[src/rtl/csc_pkg.sv]
`timescale 1ns/1ps
package csc_pkg;
  typedef enum logic [1:0] {
    CMD_PLAIN = 2'b00,
    CMD_SEEK  = 2'b01,
    CMD_QUERY = 2'b10,
    CMD_RSVD  = 2'b11
  } cmd_class_e;

  typedef enum logic [1:0] {
    WAIT_NONE  = 2'b00,
    WAIT_EXEC  = 2'b01,
    WAIT_START = 2'b10
  } wait_e;

  localparam int unsigned STAT_W  = 8;
  localparam int unsigned CTS_BIT = 7;
  localparam int unsigned ERR_BIT = 6;
  localparam int unsigned STC_BIT = 0;
endpackage

[src/rtl/csc_cts_track.sv]
`timescale 1ns/1ps
module csc_cts_track
  import csc_pkg::*;
(
  input  logic       clk_i,
  input  logic       rst_ni,
  input  logic       cmd_valid_i,
  input  cmd_class_e cmd_class_i,
  input  logic       exec_done_i,
  input  logic       seek_started_i,
  output logic       accept_o,
  output logic       cts_o,
  output logic       err_o,
  output logic       cts_rise_o
);
  logic  cts_q, cts_d, err_q, err_d;
  wait_e wait_q, wait_d;

  assign accept_o = cmd_valid_i & cts_q;

  always_comb begin
    cts_d  = cts_q;
    err_d  = err_q;
    wait_d = wait_q;
    // completion of the outstanding command
    unique case (wait_q)
      WAIT_EXEC:  if (exec_done_i)    begin cts_d = 1'b1; wait_d = WAIT_NONE; end
      WAIT_START: if (seek_started_i) begin cts_d = 1'b1; wait_d = WAIT_NONE; end
      default: ;
    endcase
    if (cmd_valid_i) begin
      if (cts_q) begin
        cts_d  = 1'b0;
        err_d  = 1'b0;
        wait_d = (cmd_class_i == CMD_SEEK) ? WAIT_START : WAIT_EXEC;
      end else begin
        err_d = 1'b1;
      end
    end
  end

  always_ff @(posedge clk_i or negedge rst_ni) begin
    if (!rst_ni) begin
      cts_q  <= 1'b1;
      err_q  <= 1'b0;
      wait_q <= WAIT_NONE;
    end else begin
      cts_q  <= cts_d;
      err_q  <= err_d;
      wait_q <= wait_d;
    end
  end

  assign cts_o      = cts_q;
  assign err_o      = err_q;
  assign cts_rise_o = cts_d & ~cts_q;
endmodule

[src/rtl/csc_stc_track.sv]
`timescale 1ns/1ps
module csc_stc_track
  import csc_pkg::*;
(
  input  logic       clk_i,
  input  logic       rst_ni,
  input  logic       accept_i,
  input  cmd_class_e cmd_class_i,
  input  logic       cmd_ack_i,
  input  logic       cmd_cancel_i,
  input  logic       seek_done_i,
  output logic       stc_o,
  output logic       stc_rise_o,
  output logic       cancel_o
);
  logic stc_q, stc_d, busy_q, busy_d, cancel_q, cancel_d;
  logic seek_acc, query_acc, done_ev;

  assign seek_acc  = accept_i & (cmd_class_i == CMD_SEEK);
  assign query_acc = accept_i & (cmd_class_i == CMD_QUERY);
  assign done_ev   = seek_done_i & busy_q;

  // priority: new seek > completion > acknowledge
  always_comb begin
    stc_d  = stc_q;
    busy_d = busy_q;
    if (seek_acc) begin
      stc_d  = 1'b0;
      busy_d = 1'b1;
    end else if (done_ev) begin
      stc_d  = 1'b1;
      busy_d = 1'b0;
    end else if (query_acc && cmd_ack_i) begin
      stc_d  = 1'b0;
    end
    cancel_d = query_acc & cmd_cancel_i & busy_q & ~done_ev;
  end

  always_ff @(posedge clk_i or negedge rst_ni) begin
    if (!rst_ni) begin
      stc_q    <= 1'b0;
      busy_q   <= 1'b0;
      cancel_q <= 1'b0;
    end else begin
      stc_q    <= stc_d;
      busy_q   <= busy_d;
      cancel_q <= cancel_d;
    end
  end

  assign stc_o      = stc_q;
  assign stc_rise_o = stc_d & ~stc_q;
  assign cancel_o   = cancel_q;
endmodule

[src/rtl/csc_irq_pulse.sv]
`timescale 1ns/1ps
module csc_irq_pulse #(
  parameter int unsigned PULSE_LEN = 4
) (
  input  logic clk_i,
  input  logic rst_ni,
  input  logic req_i,
  output logic irq_no
);
  localparam int unsigned CNT_W = $clog2(PULSE_LEN + 1);

  logic [CNT_W-1:0] cnt_q;

  // retrigger: any request reloads the full length
  always_ff @(posedge clk_i or negedge rst_ni) begin
    if (!rst_ni)              cnt_q <= '0;
    else if (req_i)           cnt_q <= CNT_W'(PULSE_LEN);
    else if (cnt_q != '0)     cnt_q <= cnt_q - 1'b1;
  end

  assign irq_no = (cnt_q == '0);
endmodule

[src/rtl/cmd_status_ctrl.sv]
`timescale 1ns/1ps
module cmd_status_ctrl
  import csc_pkg::*;
#(
  parameter int unsigned PULSE_LEN = 4
) (
  input  logic       clk_i,
  input  logic       rst_ni,
  input  logic       cmd_valid_i,
  input  logic [1:0] cmd_class_i,
  input  logic       cmd_ack_i,
  input  logic       cmd_cancel_i,
  input  logic       exec_done_i,
  input  logic       seek_started_i,
  input  logic       seek_done_i,
  input  logic       cts_ien_i,
  input  logic       stc_ien_i,
  output logic [7:0] status_o,
  output logic       irq_no,
  output logic       cancel_o
);
  cmd_class_e cls;
  logic accept, cts, err, cts_rise, stc, stc_rise, irq_req;

  assign cls = cmd_class_e'(cmd_class_i);

  csc_cts_track u_cts (
    .clk_i          (clk_i),
    .rst_ni         (rst_ni),
    .cmd_valid_i    (cmd_valid_i),
    .cmd_class_i    (cls),
    .exec_done_i    (exec_done_i),
    .seek_started_i (seek_started_i),
    .accept_o       (accept),
    .cts_o          (cts),
    .err_o          (err),
    .cts_rise_o     (cts_rise)
  );

  csc_stc_track u_stc (
    .clk_i        (clk_i),
    .rst_ni       (rst_ni),
    .accept_i     (accept),
    .cmd_class_i  (cls),
    .cmd_ack_i    (cmd_ack_i),
    .cmd_cancel_i (cmd_cancel_i),
    .seek_done_i  (seek_done_i),
    .stc_o        (stc),
    .stc_rise_o   (stc_rise),
    .cancel_o     (cancel_o)
  );

  assign irq_req = (cts_rise & cts_ien_i) | (stc_rise & stc_ien_i);

  csc_irq_pulse #(.PULSE_LEN(PULSE_LEN)) u_irq (
    .clk_i  (clk_i),
    .rst_ni (rst_ni),
    .req_i  (irq_req),
    .irq_no (irq_no)
  );

  always_comb begin
    status_o          = '0;
    status_o[CTS_BIT] = cts;
    status_o[ERR_BIT] = err;
    status_o[STC_BIT] = stc;
  end
endmodule

[config.mk]
export PLATFORM = sky130hd
export DESIGN_NAME = cmd_status_ctrl
export DESIGN_NICKNAME = d
export VERILOG_FILES = /design/src/rtl/csc_pkg.sv /design/src/rtl/csc_cts_track.sv /design/src/rtl/csc_stc_track.sv /design/src/rtl/csc_irq_pulse.sv /design/src/rtl/cmd_status_ctrl.sv
export SDC_FILE = /design/constraint.sdc
export NUM_CORES = 1
export LEC_CHECK = 0
export BUFFER_PORTS_ARGS = -buffer_cell sky130_fd_sc_hd__buf_2
export CAP_MARGIN = 10
export CORE_MARGIN = 4
export CORE_UTILIZATION = 40
export CTS_BUF_LIST = sky130_fd_sc_hd__clkbuf_16
export DETAILED_ROUTE_END_ITERATION = 8
export PLACE_DENSITY_LB_ADDON = 0.12
export SYNTH_ARGS = -nofsm -noshare
export SYNTH_HDL_FRONTEND = slang
export SYNTH_SLANG_ARGS = --single-unit
[constraint.sdc]
create_clock -name clk_i -period 1.9 [get_ports clk_i]
set_clock_uncertainty 0.1 [all_clocks]
set_input_delay 0.475 -clock clk_i [delete_from_list [all_inputs] [get_ports clk_i]]
set_output_delay 0.475 -clock clk_i [all_outputs]
set_load 0.005 [all_outputs]
==> impl_results.md <==
* Outcome: finished clean
* Gr busiest metal: met2
* GRT overflow at 0
* I/O pins at 22
* Critical path class: reg -> out
* GR met3 Demand/Resource at 0.0728
* Drt via density at 4.73
* Min Hold Slack at 0.321 ns
* Placed insts at 88
* Hold WC Path Type: in -> reg
* DP Wirelength at 841 µm
* Post-synth top area share at 0.368
* Global-route wire length before repair at 1840 µm
* Initial antenna violation count at 0
* Post-Synth Simple-Gate Area at 0.186
* Post-synthesis compound-gate area fraction at 0.133
* Largest cells by area after synthesis: dfrtp_1, buf_4, ha_1
* Vias in the first global route at 424
* Pin count of the biggest net entering global routing at 11
* MaxCap Viol Count at 0
* Cell Pwr Density at 1420 nW/µm²
* Die Wd at 47.1 µm
* Post-Synth XOR/XNOR Area at 0.0143
* Clk slew on worst S/H paths at 0.04 ns
* Core Box Area at 1370 µm²
* Max FO, Critical Path at 4
* Routed len/inst at 11.5 µm
* Root buf cell: clkbuf_16
* Sequential element share of the synthesized area at 0.411
* Worst Path Arrival at 1.17 ns
* Instance area after placement at 666 µm²
* Largest area contributor in the netlist: dfrtp_1
* PostCTS Resize Cnt at 0
* CTS tree: yes
* CTS sink cnt at 10
* GP Congestion at 0.708
* Hold wc startpoint: cmd_ack_i
* Setup tns final at 0 ns
* Worst vdd ir at 859 µV
* Fin nets at 95
* Worst reg-to-reg path cell count at 5
* Cell area after layout at 754 µm²
* Starting Density at 0.448
* Core Util, Final at 0.552
* Leakage power at 0.414 nW
* Syn Area/Cell at 10.0 µm²
* FF-to-FF End: u_irq.cnt_q[1]
* Netlist Area Pre-Place at 612 µm²
* RSZ-0062 raised after global routing: no
* DRC at 0
* Final worst path period need at 1.75 ns
* Fin. Hold Viols at 0
* Reg-to-Reg Start: u_cts.wait_q[0]
* Total GRT Usage at 0.130
* Design Power at 1.07 mW
* Hold path cells at 2
* Pre-CTS setup slack at 0.285 ns
* Num CTS Buffers at 3
* Reg2Reg Setup Slack at 0.29 ns
* Crit start category: flip-flop
* Share of layout cells above drive strength 1 at 0.282
* Synth Warn # at 0
* Final WL at 1070 µm
* Clock latency on the worst-skew pair at 0.24 ns
* Via count at 440
* Max clock buf depth at 2
* Largest family of logic cells by synthesized area: simple AND/OR/NAND/NOR gates
* Port Buffers at 16
* GR Util met2 at 0.171
* Synth cell types at 26
* Worst setup margin at 0.153 ns
* Non-Filler Instances at 93
* Mux share of post-synthesis cell area at 0.0327
* Met1 Use GR at 0.155
* TritonRoute pass-1 iters at 2
* End of the worst hold path: u_stc.stc_o
* Area Growth Syn to Fin at 23.3%
* Setup violators final at 0
* Routed Antenna Nets at 0
* Fmax at 0.572 GHz
* Yosys reg bits at 10
* Antenna Diode Count at 0
* Row cnt at 13
* DIE AREA at 2220 µm²
* Fin crit share at 0.920
* Mapped Cells at 61
* Number of max-slew violations in the final report at 0
* Nature of the critical path endpoint: output port
* Die Y at 47.1 µm
* Adder-cell area share of the yosys netlist at 0.0818
* H-tree lvl count at 1
* DRT iter0 DRCs at 6
* Worst path required time at 1.32 ns
## layer usage
metal | routed length [µm] | vias to the layer above | share of wire
li1 | - | 227 | -
met1 | 460 | 194 | 0.43
met2 | 475 | 15 | 0.44
met3 | 97 | 4 | 0.090
met4 | 38 | 0 | 0.035
met5 | 0 | - | 0
## layout make-up
class / count / area, µm²
timing repair buffer: 17 / 90.1
clock inverter: 1 / 3.75
fill: 128 / 612
sequential: 10 / 251
clock buffer: 3 / 75.1
inverter: 6 / 22.5
multi-input combinational: 41 / 293
tap: 15 / 18.8
## worst max-delay path by stage
stage	startpoint	end	slack, ns
4_1_cts	u_irq.cnt_q[0]	irq_no	0.13
6_report	u_irq.cnt_q[0]	irq_no	0.15
3_5_place_dp	u_cts.wait_q[0]	u_irq.cnt_q[1]	0.29
5_1_grt	u_irq.cnt_q[0]	irq_no	0.04
2_1_floorplan	u_cts.wait_q[0]	u_irq.cnt_q[1]	0.36
3_3_place_gp	u_cts.wait_q[0]	u_irq.cnt_q[1]	0.30
## logic make-up (layout without fill, tap and decap cells)
kind of cell,count (synthesis),after routing
fa+ha+maj,4,4
simple gates,19,19
xor+xnor,1,1
flops,10,10
mux,2,2
buf+inv,14,27
other cells,1,5
compound gates,10,10
## sequential cells by signal, indices dropped and copies added, names as in the netlist
register	cells
u_cts.err_o	1
u_stc.busy_q	1
u_stc.stc_o	1
u_irq.cnt_q	3
u_cts.cts_o	1
u_cts.wait_q	2
u_stc.cancel_o	1
## synth_stat cells
| library cell | number |
|---|---|
| ha_1 | 4 |
| nand2_1 | 5 |
| or3b_1 | 1 |
| nand2b_1 | 2 |
| a211o_1 | 1 |
| dfrtp_1 | 9 |
| dfstp_2 | 1 |
| nor2_1 | 3 |
| o2bb2ai_2 | 1 |
| o311ai_0 | 1 |
| o31ai_1 | 2 |
| buf_4 | 8 |
| nor2b_1 | 4 |
| inv_1 | 6 |
| mux2i_1 | 2 |
| a31oi_1 | 1 |
| xnor2_1 | 1 |
| a21oi_1 | 1 |
| conb_1 | 1 |
| a21boi_0 | 1 |
| nand4b_2 | 1 |
| a211oi_1 | 1 |
| and4b_1 | 1 |
| nor3_1 | 1 |
| or2b_1 | 1 |
| a21o_1 | 1 |
## power breakdown
part | leakage, nW | total, mW | internal, mW | switching [mW]
registers | 0.122 | 0.360 | 0.302 | 0.0586
logic | 0.249 | 0.344 | 0.178 | 0.166
clock network | 0.0423 | 0.370 | 0.275 | 0.0947
## timing repair
action                    in CTS  in global routing
hold buffers                   1                  0
buffers inserted               0                  0
hold endpoints to repair       9                  0
## cells in the final DEF (no fill, tap or decap), types with 2 or more instances in the layout
cell,instances
buf_2,16
dfrtp_1,9
inv_1,7
nand2_1,5
conb_1,5
nor2b_1,4
ha_1,4
nor2_1,3
clkbuf_16,3
o31ai_1,2
mux2i_1,2
nand2b_1,2
## worst max-delay path: stages (launching register included)
cell	delay, ns
dfrtp_1	0.35
inv_1	0.06
ha_1	0.21
nand2b_1	0.15
inv_1	0.05
buf_2	0.12
Note: power is estimated with default switching activity, not from simulation.
